## src/rtl/irq_vec_pkg.sv

```systemverilog
package irq_vec_pkg;
  localparam int TYPE_W = 8;
  localparam logic [TYPE_W-1:0] T_DIV  = 8'd0;
  localparam logic [TYPE_W-1:0] T_STEP = 8'd1;
  localparam logic [TYPE_W-1:0] T_NMI  = 8'd2;
  localparam logic [TYPE_W-1:0] T_OVF  = 8'd4;

  typedef enum logic [2:0] {
    SRC_NONE, SRC_DIV, SRC_SWI, SRC_OVF, SRC_NMI, SRC_INTR, SRC_STEP
  } src_e;
endpackage

```

## src/rtl/irq_nmi_latch.sv

```systemverilog
module irq_nmi_latch (
  input  logic clk,
  input  logic rst_n,
  input  logic nmi_i,
  input  logic take_i,
  output logic pend_o,
  output logic rise_o
);
  logic nmi_q, pend_q, pend_d;

  assign rise_o = nmi_i & ~nmi_q;

  always_comb begin
    pend_d = pend_q;
    if (take_i) pend_d = 1'b0;
    if (rise_o) pend_d = 1'b1;
  end

  always_ff @(posedge clk or negedge rst_n) begin
    if (!rst_n) begin
      nmi_q  <= 1'b0;
      pend_q <= 1'b0;
    end else begin
      nmi_q  <= nmi_i;
      pend_q <= pend_d;
    end
  end

  assign pend_o = pend_q;
endmodule

```

## src/rtl/irq_prio_sel.sv

```systemverilog
module irq_prio_sel
  import irq_vec_pkg::*;
(
  input  logic              boundary_i,
  input  logic              exc_div_i,
  input  logic              swi_stb_i,
  input  logic [TYPE_W-1:0] swi_type_i,
  input  logic              exc_ovf_i,
  input  logic              nmi_pend_i,
  input  logic              intr_i,
  input  logic [TYPE_W-1:0] intr_type_i,
  input  logic              ie_flag_i,
  input  logic              trap_flag_i,
  output logic              take_o,
  output src_e              src_o,
  output logic [TYPE_W-1:0] type_o
);
  always_comb begin
    src_o  = SRC_NONE;
    type_o = '0;
    if (exc_div_i) begin
      src_o = SRC_DIV;  type_o = T_DIV;
    end else if (swi_stb_i) begin
      src_o = SRC_SWI;  type_o = swi_type_i;
    end else if (exc_ovf_i) begin
      src_o = SRC_OVF;  type_o = T_OVF;
    end else if (nmi_pend_i) begin
      src_o = SRC_NMI;  type_o = T_NMI;
    end else if (intr_i && ie_flag_i) begin
      src_o = SRC_INTR; type_o = intr_type_i;
    end else if (trap_flag_i) begin
      src_o = SRC_STEP; type_o = T_STEP;
    end
    take_o = boundary_i && (src_o != SRC_NONE);
  end
endmodule

```

## src/rtl/irq_vec_addr.sv

```systemverilog
module irq_vec_addr
  import irq_vec_pkg::*;
#(
  parameter int ADDR_W = 20
) (
  input  logic [TYPE_W-1:0] type_i,
  output logic [ADDR_W-1:0] ip_addr_o,
  output logic [ADDR_W-1:0] cs_addr_o
);
  localparam int ENTRY_SH = 2;
  localparam int PAD_W    = ADDR_W - TYPE_W - ENTRY_SH;

  generate
    if (PAD_W > 0) begin : g_pad
      assign ip_addr_o = {{PAD_W{1'b0}}, type_i, 2'b00};
      assign cs_addr_o = {{PAD_W{1'b0}}, type_i, 2'b10};
    end else begin : g_nopad
      assign ip_addr_o = {type_i, 2'b00};
      assign cs_addr_o = {type_i, 2'b10};
    end
  endgenerate
endmodule

```

## src/rtl/irq_vector_arb.sv

```systemverilog
module irq_vector_arb
  import irq_vec_pkg::*;
#(
  parameter int ADDR_W = 20
) (
  input  logic              clk,
  input  logic              rst_n,
  input  logic              nmi_i,
  input  logic              intr_i,
  input  logic [7:0]        intr_type_i,
  input  logic              swi_stb_i,
  input  logic [7:0]        swi_type_i,
  input  logic              exc_div_i,
  input  logic              exc_ovf_i,
  input  logic              trap_flag_i,
  input  logic              ie_flag_i,
  input  logic              boundary_i,
  output logic              ack_o,
  output logic [7:0]        type_o,
  output logic [ADDR_W-1:0] ip_addr_o,
  output logic [ADDR_W-1:0] cs_addr_o
);
  logic              take, nmi_pend, nmi_rise, take_nmi;
  src_e              src;
  logic [TYPE_W-1:0] sel_type;
  logic              ack_q, ack_d;
  logic [TYPE_W-1:0] type_q, type_d;

  assign take_nmi = take && (src == SRC_NMI);

  irq_nmi_latch u_nmi (
    .clk(clk), .rst_n(rst_n), .nmi_i(nmi_i), .take_i(take_nmi),
    .pend_o(nmi_pend), .rise_o(nmi_rise)
  );

  irq_prio_sel u_sel (
    .boundary_i(boundary_i), .exc_div_i(exc_div_i), .swi_stb_i(swi_stb_i),
    .swi_type_i(swi_type_i), .exc_ovf_i(exc_ovf_i), .nmi_pend_i(nmi_pend),
    .intr_i(intr_i), .intr_type_i(intr_type_i), .ie_flag_i(ie_flag_i),
    .trap_flag_i(trap_flag_i), .take_o(take), .src_o(src), .type_o(sel_type)
  );

  always_comb begin
    ack_d  = take;
    type_d = type_q;
    if (take) type_d = sel_type;
  end

  always_ff @(posedge clk or negedge rst_n) begin
    if (!rst_n) begin
      ack_q  <= 1'b0;
      type_q <= '0;
    end else begin
      ack_q  <= ack_d;
      type_q <= type_d;
    end
  end

  irq_vec_addr #(.ADDR_W(ADDR_W)) u_addr (
    .type_i(type_q), .ip_addr_o(ip_addr_o), .cs_addr_o(cs_addr_o)
  );

  assign ack_o  = ack_q;
  assign type_o = type_q;
endmodule

```

## config.mk

```make
export PLATFORM = sky130hd
export DESIGN_NAME = irq_vector_arb
export DESIGN_NICKNAME = d
export VERILOG_FILES = /design/src/rtl/irq_vec_pkg.sv /design/src/rtl/irq_nmi_latch.sv /design/src/rtl/irq_prio_sel.sv /design/src/rtl/irq_vec_addr.sv /design/src/rtl/irq_vector_arb.sv
export SDC_FILE = /design/constraint.sdc
export NUM_CORES = 1
export LEC_CHECK = 0
export CAP_MARGIN = 10
export CORE_UTILIZATION = 31
export DETAILED_ROUTE_END_ITERATION = 12
export GPL_ROUTABILITY_DRIVEN = 0
export PLACE_DENSITY_LB_ADDON = 0.12
export SLEW_MARGIN = 25
export SYNTH_ARGS = -nofsm -noshare
export SYNTH_HDL_FRONTEND = slang
export SYNTH_SLANG_ARGS = --single-unit
```

## constraint.sdc

```tcl
create_clock -name clk -period 1.6 [get_ports clk]
set_input_delay 0.4 -clock clk [delete_from_list [all_inputs] [get_ports clk]]
set_output_delay 0.4 -clock clk [all_outputs]
set_load 0.1 [all_outputs]
```

# Word-level counts from Yosys, hierarchy flattened
# Index checks and enable logic that the tools add are counted.
[totals]
register_bits = 11
inputBits = 26
out_inout_bits = 49
word_cells = 26
[classes]
eq_ne = 1
muxes = 14
bitwise = 2
n_reduce_logical = 5
[ops]
columns = ["op", "count"]
rows = [
  ["$mux 8", 5],
  ["$mux 3", 6],
  ["$eq 3x3->1 const B", 1],
  ["$logic_and 1x1->1", 3],
  ["$mux 1", 3],
  ["$reduce_bool 3->1", 1],
  ["$reduce_bool 2->1", 1],
  ["$and 1x1->1", 1],
  ["$not 1->1", 1],
]

# Longest topological paths before layout
# Gate-level depths: netlist of run 1.
[depth]
ltp_word = 11
depth_mapped = 4
ltp_nobuf = 4

# Hierarchy
# From an unflattened synthesis of run 1, not the netlist that was laid out.
[hier_totals]
hier_cells = 97
area_unflattened_um2 = 954.7
[modules_own_cells]
columns = ["mod", "n_inst", "cells_per_inst", "area_each_um2", "seq_area_each_um2"]
rows = [
  ["irq_vector_arb", 1, 19, 369.1, 225.2],
  ["irq_vec_addr", 1, 42, 307.8, 0.0],
  ["irq_prio_sel", 1, 31, 202.7, 0.0],
  ["irq_nmi_latch", 1, 5, 75.1, 50.0],
]

# Worst setup path before layout of run 1
# OpenSTA, ideal clock, no wires.
[synth_timing]
kind = "reg2out"
start = "reg type_q[1] (netlist: type_o[1])"
end = "out ip_addr_o[3]"
arrival_time_ns = 1.357
required_ns = 1.200
slack_ns = -0.157
stages_incl_launch_ff = 2
path_buffers = 1
cell_sequence = "dfrtp_1 > buf_4"
[synth_lines]
columns = ["item", "line", "rtl"]
rows = [
  ["from (decl)", "irq_vector_arb.sv:27", "logic [TYPE_W-1:0] type_q, type_d;"],
  ["from (signal assigned)", "irq_vector_arb.sv:55", "type_q <= type_d;"],
  ["to (decl)", "irq_vector_arb.sv:20", "output logic [ADDR_W-1:0] ip_addr_o,"],
]
# No word-level cell between the ends.

# Worst setup path in the final report of run 1
[layout_timing]
start = "in trap_flag_i"
end = "reg type_q[2] (netlist: type_o[2])"
[layout_between]
elab_chain_len = 8
[layout_lines]
columns = ["item", "line", "rtl"]
rows = [
  ["from (decl)", "irq_vector_arb.sv:15", "input logic trap_flag_i,"],
  ["$mux 3", "irq_prio_sel.sv:31", "end else if (trap_flag_i) begin"],
  ["$mux 3", "irq_prio_sel.sv:29", "end else if (intr_i && ie_flag_i) begin"],
  ["$mux 3", "irq_prio_sel.sv:27", "end else if (nmi_pend_i) begin"],
  ["$mux 3", "irq_prio_sel.sv:25", "end else if (exc_ovf_i) begin"],
  ["$mux 3", "irq_prio_sel.sv:23", "end else if (swi_stb_i) begin"],
  ["$mux 3", "irq_prio_sel.sv:21", "if (exc_div_i) begin"],
  ["$reduce_bool 3->1", "irq_prio_sel.sv:34", "take_o = boundary_i && (src_o != SRC_NONE);"],
  ["$logic_and 1x1->1", "irq_prio_sel.sv:34", ""],
  ["named net ack_d", "irq_vector_arb.sv:26", "logic ack_q, ack_d;"],
]
# The timed path passes the listed nets, and every way through them passes these cells.
# A chain may end at the register's enable or synchronous reset.

==> flow_summary.ini, run 1 <==
[logic_synthesis]
synth_cell_types = 25
netlist_instances = 88
syn_avg_cell_area_um2 = 9.75
synth_edf_count = 0
ys_ff_latch = 11
synthesis.area_um2 = 858
yosys.area.top_type = buf_4
synth_flop_cell = dfrtp_1
ys_warn_count = 0
ys_top_cells_by_area = buf_4, dfrtp_1, o2bb2ai_1, a32oi_1, nand4b_1
seq_area_frac_synth_pct = 32.1
synth_top_cell_area_share_pct = 35.0
async_flop_share_pct = 100

[clock_network]
clockBufferDepth = 2
cts_hold_buffers = 0
post-cts-setup-buffers = 0
cts.clk_slew.worst_paths_ps = 70
clock_latency_ps = 270
htreeDepth = 1
clock_sinks = 11
cts_tree = built
cts_resized = 0
cts_root_buf = clkbuf_4
numCtsBuffers = 3

[cells_and_area]
drive_gt1_share_pct = 40.2
layout_common_cells = clkdlybuf4s50_1, buf_12, conb_1
antenna_cells = 0
layout.nets = 159
area_delta_synth_final_pct = 78.0
fin_util_pct = 60.0
fillCellCount = 217

[power_and_ir_drop]
peakVddDrop_v = 0.000587
pwr_density_cell_mw_per_mm2 = 959
leakage_nw = 0.661

[timing]
setup_viol = 0
period_share_pct = 93.9
grt_setup_unrepaired = no
drv_slew = 0
finalClockSkew_ps = 2.40
worst_hold_slack_ps = 423
max_freq_mhz = 665
hold_viol_final = 0
max-slew-margin-rel_pct = 66.1
fin_crit_ps = 1500
worst_pin_slew_ps = 506

[global_routing]
grt_overflow = 0
antenna_found_initial = 0
grt_pass1_wl_um = 2990
grt_max_degree = 12
grt_pass1_vias = 618
groute.usage.overall_pct = 14.6

[routing]
ant_nets = 0
drt_wl_total_um = 2020
first_pass_iters = 3
vias_per_cell = 4.54
drc = 0
post_drt_wl_per_cell_um = 12.5
vias = 735
drt_iter0_drc = 4

[critical_path]
critPathArrivalTime_ps = 1660
crit_type = input pin to flop
cp.required_ps = 1760
crit_fanout = 2
setup.worst_path.start_class = input pin
end_kind = flop

[floorplan]
num_io_pins = 75
die-area_mm2 = 0.00298
die_x_um = 54.6
start_util_pct = 33.7
num_rows = 18
die_h_um = 54.6
core_mm2 = 0.00254

[place]
place.port_buffers = 50
dp_hpwl_um = 1680

[job]
drv_cap = 0

[min_path]
min_path_type = flop to flop

[status]
outcome = complete, no violations
[path summary, 6_finish.rpt]
check                              from  cells past startpoint  slack [ps]           end
min in group asynchronous         rst_n                      1         460         ack_o
max in group asynchronous         rst_n                      1         770     type_o[3]
min reg2reg                 u_nmi.nmi_q                      1         420  u_nmi.pend_o
max                         trap_flag_i                      5         100     type_o[2]
min                         u_nmi.nmi_q                      1         420  u_nmi.pend_o
max reg2reg                u_nmi.pend_o                      4         320     type_o[2]
[sequential cells by signal (all words and copies together), names as in the netlist]
register and cells:
type_o 8, ack_o 1, u_nmi.nmi_q 1, u_nmi.pend_o 1
[routing by layer]
layer | track usage (%) | routed length [µm]
met1 | 17.3 | 801
met2 | 24.1 | 1070
met3 | 5.00 | 138
met4 | 5.13 | 11
met5 | 0 | 0
[final cells by class]
type	count	area (µm²)	share of cell area [%]
Timing Repair Buffer	59	818	53.6
Clock buffer	4	26.3	1.72
Inverter	4	15.0	0.983
Multi-Input combinational cell	54	345	22.6
Sequential cell	11	285	18.7
Tap cell	30	37.5	2.46
[worst max-delay path, stage by stage]
cell             delay, ps
clkdlybuf4s50_1        440
a211oi_1               290
a21bo_2                200
inv_2                   40
mux2_4                 280
[metrics by stage]
stage	setup WS, ps	cells	cell area (µm²)	power (W)	TNS (ps)
final	96.9	162	1530	0.00147	0
after global routing	42.7	162	1530	0.00152	0
after CTS	104	162	1530	0.00148	0
after detailed placement	-185	158	1500	0.00128	-785
after global placement	-163	158	1500	0.00127	-658
after floorplan	144	110	951	0.00105	0
[cells by family after synthesis]
group,share of synthesized area (%)
other,0.875
AO/OA/AOI/OAI,21.1
flip-flops,32.1
AND/OR/NAND/NOR,6.85
buffers and inverters,37.3
multiplexers,1.75
[power by group]
group / internal [W] / switching, W / leakage (nW) / total [W]
logic: 0.000267 / 0.000657 / 0.518 / 0.000924
clock network: 0.0000966 / 0.0000983 / 0.0150 / 0.000195
registers: 0.000300 / 0.0000460 / 0.128 / 0.000346
[synthesized netlist by cell type, drive strengths merged, types with 2 or more instances]
library cell / number
buf: 41
a32oi: 5
o2bb2ai: 6
dfrtp: 11
o21ai: 2
conb: 2
inv: 4
nand4b: 2
Note: power is estimated with default switching activity, not from simulation.
==> run 2: changes to the inputs <==
--- a/config.mk
+++ b/config.mk
@@ -6,9 +6,11 @@
 export NUM_CORES = 1
 export LEC_CHECK = 0
 export CAP_MARGIN = 10
-export CORE_UTILIZATION = 31
+export CORE_UTILIZATION = 55
 export DETAILED_ROUTE_END_ITERATION = 12
+export DONT_BUFFER_PORTS = 1
 export GPL_ROUTABILITY_DRIVEN = 0
+export HOLD_SLACK_MARGIN = 0.12
 export PLACE_DENSITY_LB_ADDON = 0.12
 export SLEW_MARGIN = 25
 export SYNTH_ARGS = -nofsm -noshare
==> flow_summary.ini, run 2 (synthesized netlist as in run 1, its figures left out) <==
[status]
outcome = complete, no violations

[timing]
period_share_pct = 87.0
fin_crit_ps = 1390
setup_tns_ps = 0
finalClockSkew_ps = 3.64
setup_viol = 0
max_freq_mhz = 719
drv_slew = 0
grt_setup_unrepaired = no
hold_viol_final = 0

[power_and_ir_drop]
pwr_density_cell_mw_per_mm2 = 1400
peakVddDrop_v = 0.000705
p_sw_share_pct = 60.2
p_comb_share_pct = 59.0
internal_power_w = 0.000491
switching_power_w = 0.000743
p_seq_share_pct = 25.9
pwr-share-clk_pct = 15.1
leakage_nw = 0.393

[clock_network]
post-cts-setup-buffers = 0
cts_root_buf = clkbuf_4
htreeDepth = 1
numCtsBuffers = 3
cts_tree = built
clock_sinks = 11
clockBufferDepth = 2
cts.clk_slew.worst_paths_ps = 70
clock_latency_ps = 270

[global_routing]
groute.usage.overall_pct = 17.7
met1_usage_pct = 21.7
grt_pass1_vias = 489
globalRouteMet3Util_pct = 7.39
antenna_found_initial = 0
grt_pass1_wl_um = 2300
gr-usage-met2_pct = 28.1
grt_busiest_layer = met2
grt_overflow = 0
grt_max_degree = 12

[critical_path]
crit_type = flop to output pin
cp_slowest_cell = dfrtp_2
cp_top_family = flip-flops
path_buf_inv = 1
setup.worst_path.start_class = flop
r2r_start = u_nmi.pend_o
critical-path-max-stage-delay_ps = 390
cp-startpoint = type_o[2]
crit_chain = buf_12
critPathArrivalTime_ps = 990
end_kind = output pin
worst-r2r-setup-slack_ps = 320
crit_fanout = 3
cp.required_ps = 1200

[place]
place.port_buffers = 0
dp_hpwl_um = 1170
dp_cells = 95

[floorplan]
num_rows = 13
core_mm2 = 0.00138
start_util_pct = 62.1
die-area_mm2 = 0.00172
die_h_um = 41.5
num_io_pins = 75
die_x_um = 41.5

[routing]
drt_iter0_drc = 6
drt_wl_total_um = 1440
post_drt_wl_per_cell_um = 14.4
vias = 517
first_pass_iters = 4
drc = 0
vias_per_cell = 5.17
ant_nets = 0

[cells_and_area]
layout_common_cells = conb_1, buf_12, dfrtp_2
final_common_cell = conb_1
drive_gt1_share_pct = 35.3
area_delta_synth_final_pct = 2.92
fillCellCount = 116
regArea_um2 = 285
multiInputGateArea_um2 = 345
fin_cells = 100
antenna_cells = 0
largest_reg_flops = 8
layout.nets = 112

[min_path]
min_path_type = input pin to flop
hp-start = nmi_i

[job]
drv_cap = 0
run 2: cell count changes in the layout (fill, tap and decap cells not counted), sizes merged:
cell,change
clkdlybuf4s50,-25
buf,-23
dlygate4sd3,+1
run 2: cell type report:
| class | count | share of cell area (%) |
|---|---|---|
| flip-flops and latches | 11 | 32.3 |
| inverters | 4 | 1.70 |
| multi-input cells | 54 | 39.1 |
| repair buffers | 12 | 21.8 |
| clock buffers | 4 | 2.97 |
| well taps | 15 | 2.12 |
run 2: stage by stage:
| step | util, % | power [W] | area [µm²] | hold WS, ps | setup WS [ps] |
|---|---|---|---|---|---|
| after floorplan | - | 0.00105 | 951 | 104 | 144 |
| after global placement | 61.3 | 0.00104 | 847 | 105 | 295 |
| after detailed placement | 61.3 | 0.00105 | 847 | 105 | 273 |
| after CTS | 63.9 | 0.00124 | 883 | 147 | 202 |
| after global routing | 63.9 | 0.00127 | 883 | 139 | 177 |
| final | 63.9 | 0.00123 | 883 | 155 | 208 |
run 2: repair_timing:
action,in CTS,in global routing
resized for setup,0,0
hold buffers,1,0
hold endpoints to repair,11,0
run 2: power by group through the flow:
stage / combinational (W) / clock, W / sequential [W]
2_1_floorplan: 0.000604 / 0 / 0.000442
3_3_place_gp: 0.000719 / 0 / 0.000324
3_5_place_dp: 0.000720 / 0 / 0.000325
4_1_cts: 0.000728 / 0.000195 / 0.000320
5_1_grt: 0.000740 / 0.000207 / 0.000322
6_report: 0.000728 / 0.000186 / 0.000320
run 2: final timing paths:
kind,endpoint,depth (start not counted)
setup / recovery,cs_addr_o[4],1
hold / removal,u_nmi.nmi_q,0
setup reg to reg,type_o[2],4
hold reg to reg,u_nmi.pend_o,1
max in group asynchronous,type_o[2],1
min in group asynchronous,u_nmi.nmi_q,1
run 2: layer usage:
layer	vias to the layer above	wire length (µm)	part of all wire, %
li1	241	-	-
met1	238	561	39
met2	33	735	51
met3	5	130	9.0
met4	0	11	0.76
met5	-	0	0
==> run 3: changes to the inputs <==
--- a/config.mk
+++ b/config.mk
@@ -15,4 +15,5 @@
 export SLEW_MARGIN = 25
 export SYNTH_ARGS = -nofsm -noshare
 export SYNTH_HDL_FRONTEND = slang
+export SYNTH_HIERARCHICAL = 1
 export SYNTH_SLANG_ARGS = --single-unit
==> flow_summary.ini, run 3 <==
[job]
drv_cap = 0

[status]
violations = design-rule violations
outcome = finished, violations left

[critical_path]
worstRegToRegCells = 5
cp.required_ps = 1750
crit_fanout = 9
setup.worst_path.start_class = flop
crit_type = flop to flop
critPathArrivalTime_ps = 1560
end_kind = flop

[floorplan]
die_x_um = 43.7
start_util_pct = 61.2
die_h_um = 43.7
num_io_pins = 75
die-area_mm2 = 0.00191
num_rows = 14
core_mm2 = 0.00156

[logic_synthesis]
ys_top_cells_by_area = buf_4, dfrtp_1, mux2_4, a22o_1, nor3_4
ys_warn_count = 6
synthesis.area_um2 = 955
netlist_instances = 97
synth_top_cell_area_share_pct = 31.5
seq_area_frac_synth_pct = 28.8
yosys.area.top_type = buf_4
synth_edf_count = 0
synth_flop_cell = dfrtp_1
ys_ff_latch = 11
synth.most_common_cell = buf_4
synth_common_cells = buf_4, dfrtp_1, mux2_4
synth_cell_types = 27
syn_avg_cell_area_um2 = 9.84
async_flop_share_pct = 100

[cells_and_area]
antenna_cells = 0
largest_reg_flops = 8
multiInputGateArea_um2 = 438
layout.nets = 120
drive_gt1_share_pct = 37.6
layout_common_cells = conb_1, mux2_4, buf_12, dfrtp_2, a22o_1
regArea_um2 = 285
area_delta_synth_final_pct = 1.97
fillCellCount = 134
final_common_cell = conb_1

[routing]
ant_nets = 0
drt_iter0_drc = 10
drc = 5
vias_per_cell = 4.98
drt_wl_total_um = 1380
first_pass_iters = 7
vias = 543
post_drt_wl_per_cell_um = 12.6

[clock_network]
clock_sinks = 11
htreeDepth = 1
post-cts-setup-buffers = 0
numCtsBuffers = 3
cts_tree = built
cts.clk_slew.worst_paths_ps = 60
cts_root_buf = clkbuf_4
clockBufferDepth = 2
clock_latency_ps = 270

[timing]
drv_slew = 0
worst_hold_slack_ps = 160
setup_tns_ps = 0
max_freq_mhz = 710
grt_setup_unrepaired = no
fin_ws_ps = 191
setup_viol = 0
hold_viol_final = 0
period_share_pct = 88.0
finalClockSkew_ps = 2.46
fin_crit_ps = 1410

[min_path]
min_path_type = input pin to flop
min_path_cells = 0

[power_and_ir_drop]
peakVddDrop_v = 0.000749
pwr_density_cell_mw_per_mm2 = 1310
leakage_nw = 0.472

[place]
dp_hpwl_um = 1100
place.port_buffers = 0
place_ws_ps = 116

[global_routing]
grt_pass1_wl_um = 2170
grt_max_degree = 12
grt_pass1_vias = 469
groute.usage.overall_pct = 15.9
grt_overflow = 0
antenna_found_initial = 0
-- run 3: cell types whose count changed in the layout (fill, tap and decap cells not counted), sizes merged, moves of 2 or more --
cell / before / now
nand4b: 2 / 0
o2bb2ai: 6 / 0
nor2b: 0 / 3
a21oi: 0 / 2
a32oi: 5 / 0
a22o: 0 / 5
nand2: 0 / 4
a31oi: 0 / 2
mux2: 1 / 8
-- run 3: critical path: stages (launching register included) --
cell and delay [ps]:
dfrtp_1 370, a21oi_1 140, nor2b_2 180, a21boi_1 90
buf_4 200, mux2_4 310
-- run 3: layout make-up --
type / instances / area share (%)
Inverter: 3 / 1.16
Timing Repair Buffer: 12 / 19.8
Clock buffer: 4 / 2.70
Sequential cell: 11 / 29.3
Multi-Input combinational cell: 63 / 45.0
Tap cell: 16 / 2.06
-- run 3: metrics by stage --
stage,total power (W),instance area (µm²),cells,utilization (%)
6_report,0.00127,973,109,62.4
3_3_place_gp,0.00108,935,104,60.0
5_1_grt,0.00131,973,109,62.4
2_1_floorplan,0.00109,1050,119,-
3_5_place_dp,0.00109,935,104,60.0
4_1_cts,0.00128,971,109,62.3
-- run 3: power by group --
group,switching [W],internal [W],leakage [nW]
Clock,0.0000861,0.0000965,0.0150
Combinational,0.000659,0.000111,0.330
Sequential,0.0000183,0.000300,0.127
Total,0.000763,0.000508,0.472
-- run 3: layer usage --
metal,track usage [%],vias to the layer above,wire length [µm]
li1,-,254,-
met1,17.7,250,508
met2,26.0,34,698
met3,7.50,5,152
met4,6.88,0,18
met5,0,-,0
-- run 3: worst paths after layout --
path / end / slack, ps / startpoint
setup / recovery: type_o[6] / 190 / u_nmi/pend_o
hold / removal: u_nmi/nmi_q / 160 / nmi_i
setup reg to reg: type_o[6] / 190 / u_nmi/pend_o
hold reg to reg: type_o[1] / 560 / type_o[1]
max in group asynchronous: type_o[4] / 710 / rst_n
min in group asynchronous: type_o[3] / 530 / rst_n
-- run 3: what timing repair did --
| item | in CTS | in global routing |
|---|---|---|
| hold endpoints to repair | 11 | 0 |
| resized for setup | 0 | 1 |
| hold buffers | 1 | 0 |
| endpoints found under the setup margin | 0 | 2 |
-- run 3: logic make-up (layout without fill, tap and decap cells) --
kind of cell           after synthesis  count (layout)  synth area share (%)
buffers and inverters               45              19                  34.2
AOI/OAI and AO/OA                   15              15                  11.3
and+or+nand+nor                     15              15                  11.3
DFF                                 11              11                  28.8
muxes                                9               9                  13.6
other                                2              24                 0.787
